==> config.mk <==
export PLATFORM = sky130hd
export DESIGN_NAME = codec_dma_seq
export DESIGN_NICKNAME = d
export VERILOG_FILES = /design/src/rtl/codec_dma_pkg.sv /design/src/rtl/dma_frame_seq.sv /design/src/rtl/dma_count_irq.sv /design/src/rtl/codec_dma_seq.sv
export SDC_FILE = /design/constraint.sdc
export NUM_CORES = 1
export LEC_CHECK = 0
export CORE_ASPECT_RATIO = 1.25
export CORE_MARGIN = 2
export CORE_UTILIZATION = 49
export DETAILED_ROUTE_END_ITERATION = 6
export DONT_BUFFER_PORTS = 1
export HOLD_SLACK_MARGIN = 0.1
export PLACE_DENSITY_LB_ADDON = 0.3
export SLEW_MARGIN = 20
export SYNTH_ARGS = -nofsm -noshare
export SYNTH_HDL_FRONTEND = slang
export SYNTH_SLANG_ARGS = --single-unit
==> constraint.sdc <==
create_clock -name clk -period 3.4 [get_ports clk]
set_clock_uncertainty 0.05 [all_clocks]
set_input_delay 0.68 -clock clk [delete_from_list [all_inputs] [get_ports clk]]
set_output_delay 0.68 -clock clk [all_outputs]
set_load 0.01 [all_outputs]
==> src/rtl/codec_dma_pkg.sv <==
package codec_dma_pkg;

  localparam int MAX_BYTES = 4;
  localparam int IDX_W     = $clog2(MAX_BYTES);

  typedef enum logic [1:0] {
    FMT_MONO8    = 2'b00,
    FMT_STEREO8  = 2'b01,
    FMT_MONO16   = 2'b10,
    FMT_STEREO16 = 2'b11
  } frame_fmt_e;

  // Number of bytes that make up one sample frame.
  function automatic logic [IDX_W:0] frame_bytes(frame_fmt_e f);
    case (f)
      FMT_MONO8:    frame_bytes = 3'd1;
      FMT_STEREO8:  frame_bytes = 3'd2;
      FMT_MONO16:   frame_bytes = 3'd2;
      default:      frame_bytes = 3'd4;
    endcase
  endfunction

  // Byte k of the frame belongs to the right sample word.
  function automatic logic byte_is_right(frame_fmt_e f, logic [IDX_W-1:0] k);
    case (f)
      FMT_STEREO8:  byte_is_right = k[0];
      FMT_STEREO16: byte_is_right = k[1];
      default:      byte_is_right = 1'b0;
    endcase
  endfunction

  // Byte k of the frame is the upper half of its sample word.
  function automatic logic byte_is_high(frame_fmt_e f, logic [IDX_W-1:0] k);
    case (f)
      FMT_MONO16, FMT_STEREO16: byte_is_high = k[0];
      default:                  byte_is_high = 1'b0;
    endcase
  endfunction

endpackage

==> src/rtl/dma_frame_seq.sv <==
module dma_frame_seq
  import codec_dma_pkg::*;
(
  input  logic             clk,
  input  logic             rst_n,
  input  logic             en,
  input  logic             tick,
  input  logic             ack,
  input  logic             strobe_n,
  input  frame_fmt_e       fmt,
  input  logic             fmt_chg,
  output logic             req,
  output logic [IDX_W-1:0] idx,
  output logic             start,
  output logic             byte_done,
  output logic             frame_done,
  output logic             active
);

  logic strb_q;
  logic at_last;

  assign start      = en & tick & ~req;
  assign byte_done  = req & ack & ~strb_q & strobe_n;
  assign at_last    = ({1'b0, idx} == frame_bytes(fmt) - 1'b1);
  assign frame_done = byte_done & at_last;
  assign active     = req & ack & ~strobe_n;

  always_ff @(posedge clk or negedge rst_n) begin
    if (!rst_n) begin
      req    <= 1'b0;
      idx    <= '0;
      strb_q <= 1'b1;
    end else begin
      strb_q <= strobe_n;
      if (!en) begin
        req <= 1'b0;
        idx <= '0;
      end else begin
        if (fmt_chg || frame_done) idx <= '0;
        else if (byte_done)        idx <= idx + 1'b1;
        if (frame_done)   req <= 1'b0;
        else if (start)   req <= 1'b1;
      end
    end
  end

endmodule

==> src/rtl/dma_count_irq.sv <==
module dma_count_irq #(
  parameter int CNT_W = 16
) (
  input  logic             clk,
  input  logic             rst_n,
  input  logic             en,
  input  logic [CNT_W-1:0] base,
  input  logic             frame_done,
  output logic             underflow
);

  logic [CNT_W-1:0] count;

  assign underflow = en & frame_done & (count == '0);

  always_ff @(posedge clk or negedge rst_n) begin
    if (!rst_n)          count <= '0;
    else if (!en)        count <= base;
    else if (frame_done) count <= (count == '0) ? base : count - 1'b1;
  end

endmodule

==> src/rtl/codec_dma_seq.sv <==
module codec_dma_seq
  import codec_dma_pkg::*;
#(
  parameter int CNT_W  = 16,
  parameter int BYTE_W = 8
) (
  input  logic                clk,
  input  logic                rst_n,
  input  logic                sample_tick,
  input  logic                cap_en,
  input  logic                play_en,
  input  logic                single_chan,
  input  logic [1:0]          fmt,
  input  logic [CNT_W-1:0]    base_count,
  input  logic                int_clr,
  input  logic                cap_ack,
  input  logic                play_ack,
  input  logic                host_rd_n,
  input  logic                host_wr_n,
  input  logic [BYTE_W-1:0]   host_din,
  input  logic [2*BYTE_W-1:0] cap_left,
  input  logic [2*BYTE_W-1:0] cap_right,
  output logic                cap_req,
  output logic                play_req,
  output logic [BYTE_W-1:0]   host_dout,
  output logic                host_doe,
  output logic                buf_en,
  output logic                buf_dir,
  output logic                irq,
  output logic                play_done,
  output logic [2*BYTE_W-1:0] play_left,
  output logic [2*BYTE_W-1:0] play_right
);

  localparam int NCH    = 2;   // 0 = capture, 1 = playback
  localparam int SAMP_W = 2 * BYTE_W;

  frame_fmt_e       fmt_cur, fmt_q;
  logic             fmt_chg;
  logic             cap_shared;

  logic [NCH-1:0]   ch_en, ch_ack, ch_strb_n;
  logic [NCH-1:0]   ch_req, ch_start, ch_byte_done, ch_frame_done, ch_active, ch_underflow;
  logic [IDX_W-1:0] ch_idx [NCH];

  logic [SAMP_W-1:0] snap_l, snap_r, cap_word;
  logic              cap_right_sel, cap_high_sel, wr_right_sel, wr_high_sel;

  assign fmt_cur    = frame_fmt_e'(fmt);
  assign fmt_chg    = (fmt_cur != fmt_q);
  assign cap_shared = single_chan & cap_en;

  // Pin routing: single-channel mode moves capture onto the playback pins.
  assign ch_en[0]     = cap_en;
  assign ch_en[1]     = play_en & ~cap_shared;
  assign ch_ack[0]    = single_chan ? play_ack : cap_ack;
  assign ch_ack[1]    = play_ack & ~cap_shared;
  assign ch_strb_n[0] = host_rd_n;
  assign ch_strb_n[1] = host_wr_n;

  for (genvar c = 0; c < NCH; c++) begin : g_ch
    dma_frame_seq u_seq (
      .clk        (clk),
      .rst_n      (rst_n),
      .en         (ch_en[c]),
      .tick       (sample_tick),
      .ack        (ch_ack[c]),
      .strobe_n   (ch_strb_n[c]),
      .fmt        (fmt_cur),
      .fmt_chg    (fmt_chg),
      .req        (ch_req[c]),
      .idx        (ch_idx[c]),
      .start      (ch_start[c]),
      .byte_done  (ch_byte_done[c]),
      .frame_done (ch_frame_done[c]),
      .active     (ch_active[c])
    );

    dma_count_irq #(.CNT_W(CNT_W)) u_cnt (
      .clk        (clk),
      .rst_n      (rst_n),
      .en         (ch_en[c]),
      .base       (base_count),
      .frame_done (ch_frame_done[c]),
      .underflow  (ch_underflow[c])
    );
  end

  assign cap_req  = ch_req[0] & ~single_chan;
  assign play_req = ch_req[1] | (ch_req[0] & single_chan);
  assign buf_en   = |ch_active;
  assign buf_dir  = ch_active[1];

  // Capture: byte selected from the frame snapshot.
  assign cap_right_sel = byte_is_right(fmt_cur, ch_idx[0]);
  assign cap_high_sel  = byte_is_high(fmt_cur, ch_idx[0]);
  assign cap_word      = cap_right_sel ? snap_r : snap_l;
  assign host_doe      = ch_active[0];
  assign host_dout     = !host_doe     ? '0 :
                         cap_high_sel  ? cap_word[SAMP_W-1:BYTE_W] :
                                         cap_word[BYTE_W-1:0];

  // Playback: byte placement.
  assign wr_right_sel = byte_is_right(fmt_cur, ch_idx[1]);
  assign wr_high_sel  = byte_is_high(fmt_cur, ch_idx[1]);

  always_ff @(posedge clk or negedge rst_n) begin
    if (!rst_n) begin
      fmt_q      <= FMT_MONO8;
      snap_l     <= '0;
      snap_r     <= '0;
      play_left  <= '0;
      play_right <= '0;
      play_done  <= 1'b0;
      irq        <= 1'b0;
    end else begin
      fmt_q     <= fmt_cur;
      play_done <= ch_frame_done[1];
      if (ch_start[0]) begin
        snap_l <= cap_left;
        snap_r <= cap_right;
      end
      if (ch_byte_done[1]) begin
        if (wr_right_sel) begin
          if (wr_high_sel)      play_right[SAMP_W-1:BYTE_W] <= host_din;
          else if (fmt_cur[1])  play_right[BYTE_W-1:0]      <= host_din;
          else                  play_right <= {{BYTE_W{1'b0}}, host_din};
        end else begin
          if (wr_high_sel)      play_left[SAMP_W-1:BYTE_W]  <= host_din;
          else if (fmt_cur[1])  play_left[BYTE_W-1:0]       <= host_din;
          else                  play_left <= {{BYTE_W{1'b0}}, host_din};
        end
      end
      if (|ch_underflow) irq <= 1'b1;
      else if (int_clr)  irq <= 1'b0;
    end
  end

endmodule

; ---- Word level (Yosys, flattened, before mapping)
; Cells that the tools add are included.
[word_totals]
register_bits = 108
latchBits = 0
ramBits = 0
romBits = 0
inputBits = 69
output_inout_bits = 47
wordCells = 114
memories = 0
[op_classes]
addsub = 5
mul = 0
div_mod_pow = 0
order_cmp = 0
eq_ne = 13
shifts = 0
n_mux = 31
n_bitwise = 34
reduce_logical = 14
[ops]
columns = cell, count
row1 = 16-bit 2-to-1 mux, 7
row2 = 16-bit logical NOT, 2
row3 = 8-bit 2-to-1 mux, 4
row4 = 16-bit by 1-bit subtractor with 16-bit output (second input constant), 2
row5 = 1-bit AND, 23
row6 = 2-bit 2-to-1 mux, 6
row7 = 3-bit AND reduction, 4
row8 = 1-bit 2-to-1 mux, 11
row9 = 1-bit NOT, 10
row10 = 2-bit OR reduction, 4
row11 = 2-bit by 3-bit == test with 1-bit output, 2
row12 = 3-bit by 1-bit inequality test with 1-bit output (second input constant), 2
row13 = 3-bit inequality test (second input constant), 2
row14 = 3-bit case mux with 2 select lines, 1
row15 = 2-bit by 1-bit adder with 2-bit output (second input constant), 2
row16 = 2-bit == test (second input constant), 2
row17 = 2-bit by 1-bit inequality test with 1-bit output (second input constant), 2
row18 = 1-bit case mux with 2 select lines, 2
row19 = 3-bit by 1-bit subtractor with 3-bit output (second input constant), 1
row20 = 2-bit by 1-bit == test with 1-bit output (second input constant), 1
row21 = 2-bit logical NOT, 1
row22 = 1-bit logical OR, 2
row23 = 2-bit inequality test, 1
row24 = 2-bit inequality test (second input constant), 1
row25 = other kinds (2), 2

; ---- Longest topological paths before layout
; Gate-level depths: netlist of the first run.
[logic_depth]
ltp_word = 11
depth_mapped = 9
ltp_nobuf = 7

; ---- Modules after synthesis
; From an unflattened synthesis of the first run, not the netlist that was laid out.
[unflattened]
cells_unflattened = 573
area_unflattened_um2 = 6089.6
[by_module_without_submodules]
columns = mod, instances, cells_per_inst, area_each_um2, seq_area_each_um2
row1 = codec_dma_seq, 1, 237, 3079.2, 1701.6
row2 = dma_count_irq, 2, 143, 1266.2, 400.4
row3 = dma_frame_seq, 2, 25, 239.0, 101.3

; ---- Worst setup path after synthesis of the first run
; OpenSTA, ideal clock, no wires.
[synth_path]
path_kind = input port to output port
from = in fmt[1]
to = out host_dout[0]
arrival_ns = 2.586
t_required_ns = 2.670
slack_ns = 0.084
stages = 7
path_buffers = 2
path_cell_list = clkbuf_1 clkbuf_1 and2_1 ha_1 o21ai_2 mux4_2 and2_1
[synth_via]
elab_chain_len = 5
word_cells_on_any_way = 9
cone_classes = eq/ne (3) / mux (5) / reduce/logical (1)
[synth_rtl]
columns = element, line_no
row1 = start: declaration, codec_dma_seq.sv:13  ; input logic [1:0] fmt,
row2 = "2-bit == test, or another cell as far along", "codec_dma_pkg.sv:25, codec_dma_pkg.sv:34"
row3 = 1-bit case mux with 2 select lines / 2-bit OR reduction (equally long branches), "codec_dma_pkg.sv:25, codec_dma_pkg.sv:34"
row4 = 16-bit 2-to-1 mux / 1-bit 2-to-1 mux (equally long branches), "codec_dma_seq.sv:97, codec_dma_pkg.sv:34"
row5 = 8-bit 2-to-1 mux (*), codec_dma_seq.sv:100  ; cap_high_sel ? cap_word[SAMP_W-1:BYTE_W] :
row6 = 8-bit 2-to-1 mux (*), codec_dma_seq.sv:99  ; assign host_dout = !host_doe ? '0 :
row7 = end: declaration, codec_dma_seq.sv:25  ; output logic [BYTE_W-1:0] host_dout,
; Every way passes the cells marked *; elsewhere a longest branch is shown, timed or not.

; ---- Worst setup path in the final report of the first run
[layout_path]
from = in fmt[1]
to = out host_dout[1]
; Same word-level chain as after synthesis.

==> out/results.ini, run 1 <==
[status]
status=complete, no violations

[timing]
finalSetupTns_ns=0
slew_violations=0
fmax_mhz=354
rsz0062_at_grt=false
period_minus_slack_ns=2.83
finalCritPeriodShare_pct=83.1
hold_violations=0
slew_headroom_pct=39.4
worstMarginPinSlew_ns=0.903
setup_viol_count_final=0

[global_routing]
grt_pass1_vias=4017
track_usage_pct=22.4
grt_pass1_wl_um=21200
grt_max_degree=107
overflow=0
antenna_found_initial=0

[yosys]
ys_seq_area_share_pct=49.4
synth_edf_count=0
synth_seq_cells=108
synth-main-ff-cell=dfrtp_1
yosysWarnings=0
synth_cell_types=64
synthDominantCellAreaShare_pct=48.5
synth_nets=561
postSynthAreaPerCell_um2=11.3
synthTopCellsByArea=dfrtp_1 (48%), mux2_2 (13%), mux4_2 (3.3%), nor2_1 (2.3%), nor3_1 (2.0%)
synth.largest_area_cell=dfrtp_1
synth_area_mm2=0.00547
async_flop_share_pct=100
netlist_instances=486

[worst_setup_path]
path_class=in2out
cp_slowest_stage_delay_ns=0.52
startpoint_type=primary input
crit_chain=and2_1 -> ha_1 -> o21ai_2 -> buf_4 -> mux4_2 -> and2_1
cpMaxStageDelayCell=mux4_2
cp_data_arrival_time_ns=2.10
cpMostUsedCell=and2_1
crit_required_ns=2.67
worstSetupEndpointType=output port
cp_max_fo=20

[placed_design]
place_hpwl_um=9140
io_buffers=0
place_area_mm2=0.00561
place.gp.congestion=0.854

[clock_network]
clk_latency_ns=0.35
clkSinkCount=108
ctsLongestPathBuffers=2
root_buffer=clkbuf_16
htree_levels=3
cts_setup_buffers=0
cts_inserted_buffers=9
tritoncts=built
path_clk_slew_ns=0.07

[floorplanning]
die_h_um=122
coreArea_mm2=0.0110
io_pins=116
start_util_pct=49.9
rows=43
die_w_um=98.5
dieArea_mm2=0.0120

[routing]
wl_met3_um=995
detail-route-antenna-nets=0
wl_um=13100
drt-met1-wl_um=5200
drtPass1Iterations=4
wl_met2_um=6620
wl_per_cell_um=20.9
vias=3976
drtIter0Drc=231
vias_per_cell=6.37
top_layer_used=met4
drc=0

[finish]
antenna_cells=0
fin_area_mm2=0.00591
areaGrowthSynthToFinish_pct=8.05
nets=560
drive_gt1_share_pct=22.3
fillers=951

[flow_run]
maxCapViolCount=0

[power_and_ir_drop]
ir_worst_vdd_mv=0.276
power_density_mw_per_mm2=502
p_leak_nw=2.52

[hold_path]
hold_path_class=in2async

-- final cells by class --
class	instances	area, µm²	area share, %
Clock buffer	9	225	3.81
Clock inverter	6	53.8	0.910
Inverter	15	56.3	0.952
Multi-Input combinational cell	342	2620	44.2
Sequential cell	108	2710	45.8
Tap cell	135	169	2.86
Timing Repair Buffer	9	87.6	1.48
-- metrics by stage --
| stage | total power [mW] | util, % | hold slack [ns] | std cells | worst slack (ns) |
|---|---|---|---|---|---|
| 4_1_cts | 2.99 | 53.9 | 0.108 | 624 | 0.556 |
| 2_1_floorplan | 1.87 | - | 0.334 | 486 | 0.0844 |
| 6_report | 2.97 | 53.9 | 0.120 | 624 | 0.574 |
| 3_5_place_dp | 1.95 | 51.1 | 0.339 | 608 | 0.560 |
| 5_1_grt | 3.11 | 53.9 | 0.102 | 624 | 0.506 |
| 3_3_place_gp | 1.93 | 51.1 | 0.339 | 608 | 0.576 |
-- layer usage --
layer | track usage (%) | up-vias
li1 | - | 1808
met1 | 29.0 | 1991
met2 | 36.9 | 154
met3 | 5.62 | 23
met4 | 7.79 | 0
met5 | 0 | -
-- sequential cells by signal (all words and copies together), names as in the netlist --
name               count
play_left             16
g_ch.u_cnt.count      32
play_right            16
g_ch.u_seq.idx         4
snap_l                16
g_ch.u_seq.req         2
g_ch.u_seq.strb_q      2
play_done              1
snap_r                16
irq                    1
fmt_q                  2
-- cell families (layout without fill, tap and decap cells) --
| family | after synthesis | count (layout) | share of synthesized area (%) |
|---|---|---|---|
| AOI/OAI and AO/OA | 99 | 99 | 12.3 |
| DFF | 108 | 108 | 49.4 |
| and+or+nand+nor | 154 | 154 | 15.7 |
| adders and majority gates | 6 | 6 | 1.37 |
| xor gates and xnor gates | 6 | 6 | 0.960 |
| buffers and inverters | 36 | 39 | 2.77 |
| muxes | 77 | 77 | 17.4 |
-- synth_stat cells (all sizes together), types with 4 or more instances --
master / number
dfrtp: 106
mux2: 65
nor2: 33
o21ai: 30
nor3: 22
nand2: 21
a21oi: 20
inv: 15
and2: 13
clkbuf: 12
nand3: 11
buf: 9
nor4: 9
and3: 8
mux4: 8
o2bb2ai: 8
a221o: 7
nand4: 7
ha: 6
xnor2: 6
a22oi: 5
or3: 5
or4: 5
a21o: 4
a31oi: 4
mux2i: 4
-- cell usage in the layout, fill, tap and decap left out, drive strengths merged, types with 3 or more instances in the layout --
master / synthesis / routed
a21o: 4 / 4
a21oi: 20 / 20
a221o: 7 / 7
a22oi: 5 / 5
a31oi: 4 / 4
and2: 13 / 13
and3: 8 / 8
buf: 9 / 9
clkbuf: 12 / 9
dfrtp: 106 / 106
ha: 6 / 6
inv: 15 / 20
mux2: 65 / 65
mux2i: 4 / 4
mux4: 8 / 8
nand2: 21 / 21
nand2b: 3 / 3
nand3: 11 / 11
nand4: 7 / 7
nor2: 33 / 33
nor2b: 3 / 3
nor3: 22 / 22
nor4: 9 / 9
nor4b: 3 / 3
o21ai: 30 / 30
o2bb2ai: 8 / 8
or3: 5 / 5
or4: 5 / 5
xnor2: 6 / 6
-- critical path: cells and delay by family --
| kind | cells | cell delay [ns] |
|---|---|---|
| buffers and inverters | 1 | 0.22 |
| adders and majority gates | 1 | 0.19 |
| and+or+nand+nor | 2 | 0.35 |
| AOI/OAI and AO/OA | 1 | 0.12 |
| muxes | 1 | 0.52 |
-- final timing paths --
check | startpoint | end | slack, ns | cells past startpoint
worst max register to register | g_ch[0].u_cnt.count[10]$_DFFE_PN0N_ | g_ch[0].u_cnt.count[10]$_DFFE_PN0N_ | 0.97 | 6
worst min register to register | g_ch[1].u_cnt.count[11]$_DFFE_PN0N_ | g_ch[1].u_cnt.count[11]$_DFFE_PN0N_ | 0.46 | 1
min in group clk | host_wr_n | g_ch[1].u_seq.strb_q$_DFF_PN1_ | 0.27 | 0
worst min-delay path | rst_n | g_ch[1].u_seq.strb_q$_DFF_PN1_ | 0.12 | 0
max in group asynchronous | rst_n | snap_r[9]$_DFFE_PN0P_ | 2.68 | 1
worst max-delay path | fmt[1] | host_dout[1] | 0.57 | 6
-- repair_timing --
action                    CTS  global route
gates resized for setup     0             0
hold endpoints to repair  106             0
hold buffers                1             0
-- report_power, final --
part	leakage (nW)	internal, mW	switching, mW
combinational	1.05	0.204	0.177
clock	0.135	0.509	0.500
sequential	1.34	1.44	0.139
No activity file was read; power rests on OpenSTA's default activity.
==> run 2: changes to the inputs <==
Clock period 3.4 ns to 2.8 ns, I/O delays scaled along.
==> out/results.ini, run 2 (synthesis results as in run 1) <==
[power_and_ir_drop]
power_density_mw_per_mm2=602
power_mw=3.60
ir_worst_vdd_mv=0.392
p_leak_nw=2.55

[finish]
areaGrowthSynthToFinish_pct=9.17
fin_area_mm2=0.00597
regMostFlops=g_ch.u_cnt.count
nets=564
layout_commonest_cell=dfrtp_1
drive_gt1_share_pct=24.9
fillers=955
regArea_mm2=0.00271
mostFrequentLayoutCells=dfrtp_1 (106), mux2_2 (65), nor2_1 (33)
multi_input_area_mm2=0.00265
antenna_cells=0
largest_reg_flops=32

[worst_setup_path]
startpoint_type=register
regToRegStartpoint=g_ch[1].u_cnt.count[0]$_DFFE_PN0N_
cpLargestDelayFamily=multiplexers
crit_required_ns=2.19
r2r-end=g_ch[1].u_cnt.count[13]$_DFFE_PN0N_
crit_chain=inv_1 -> nor2_1 -> o21ai_4 -> buf_12 -> mux4_2 -> and2_4
path_class=reg2out
reg2reg_depth=7
cp_slowest_stage_delay_ns=0.50
cp_max_fo=8
worstSetupEndpointType=output port
cp_data_arrival_time_ns=1.99
cpMaxStageDelayCell=mux4_2
path_buf_inv=2
rrSetupSlack_ns=0.38

[clock_network]
clkSinkCount=108
clk_latency_ns=0.34
root_buffer=clkbuf_16
tritoncts=built
cts_setup_buffers=0
htree_levels=3
path_clk_slew_ns=0.08
cts_repair_resize_count=0
ctsLongestPathBuffers=2
cts_inserted_buffers=9

[placed_design]
place.gp.congestion=0.860
place_area_mm2=0.00569
pre_cts_ws_ns=0.295
io_buffers=0
place_hpwl_um=9500

[floorplanning]
io_pins=116
coreArea_mm2=0.0110
dieArea_mm2=0.0120
start_util_pct=49.9
die_h_um=122
rows=43
die_w_um=98.5

[global_routing]
antenna_found_initial=0
grt_max_degree=109
grt_pass1_vias=4196
grt_pass1_wl_um=21200
overflow=0
track_usage_pct=22.3

[timing]
hold_violations=106
hold_ws_ns=-0.147
fmax_mhz=385
period_minus_slack_ns=2.60
worstMarginPinSlew_ns=0.689
rsz0062_at_grt=false
slew_violations=0
slew_headroom_pct=53.7
setup_viol_count_final=0
setup_slack_ns=0.205
finalSetupTns_ns=0
finalCritPeriodShare_pct=92.7

[routing]
wl_per_cell_um=21.0
detail-route-antenna-nets=0
drtPass1Iterations=4
vias_per_cell=6.29
vias=3954
wl_um=13200
drc=0
drtIter0Drc=145

[flow_run]
maxCapViolCount=0

[status]
failed_checks=hold timing
status=finished with violations

[hold_path]
hold_path_class=in2async

[run 2: changes by cell type in the layout (fill, tap and decap cells not counted), moves of 2 or more]
| cell | delta |
|---|---|
| clkinv_4 | +2 |
| and2_4 | +9 |
| inv_6 | -3 |
| buf_4 | +4 |
| and2_1 | -9 |
[run 2: worst register-to-register path: stages (launching register included)]
cell     delay (ns)
dfrtp_1        0.42
inv_1          0.11
ha_1           0.16
or4b_1         0.50
nor4_4         0.19
or2b_2         0.43
o21ai_0        0.16
a221o_1        0.30
[run 2: per-stage QoR]
stage / utilization, % / instances
after global routing: 54.4 / 629
after floorplan: - / 486
after global placement: 51.8 / 613
after CTS: 54.4 / 629
final: 54.4 / 629
after detailed placement: 51.8 / 613
[run 2: worst max-delay path by stage]
stage | depth (start not counted) | from | end | slack, ns
2_1_floorplan | 7 | fmt[1] | host_dout[0] | 0.01
3_3_place_gp | 6 | fmt[1] | host_dout[2] | 0.32
3_5_place_dp | 6 | fmt[1] | host_dout[6] | 0.30
4_1_cts | 6 | g_ch[0].u_seq.idx[0]$_DFFE_PN0P_ | host_dout[6] | 0.18
5_1_grt | 6 | g_ch[0].u_seq.idx[0]$_DFFE_PN0P_ | host_dout[5] | 0.12
6_report | 6 | g_ch[0].u_seq.idx[0]$_DFFE_PN0P_ | host_dout[6] | 0.20
[run 2: final cells by class]
class | instances | share of cell area [%]
inverters | 15 | 0.943
flip-flops and latches | 108 | 45.3
clock buffers | 10 | 3.83
well taps | 135 | 2.83
repair buffers | 13 | 1.84
multi-input cells | 342 | 44.3
clock inverters | 6 | 0.943
[run 2: report_power, final]
part | internal, mW | switching (mW) | leakage, nW
clock network | 0.624 | 0.614 | 0.137
registers | 1.75 | 0.167 | 1.34
logic | 0.252 | 0.193 | 1.08
total | 2.62 | 0.974 | 2.55
[run 2: routing by layer]
metal	GRT usage (%)	vias to the layer above	part of all wire, %
li1	-	1818	-
met1	26.8	1988	41
met2	36.2	123	48
met3	8.38	25	8.2
met4	9.08	0	2.5
met5	0	-	0
==> run 3: changes to the inputs <==
Settings changed: CTS_CLUSTER_SIZE from default to 14.
==> results of run 3 <==
No change in the layout: final DEF, timing and power equal those of run 2.
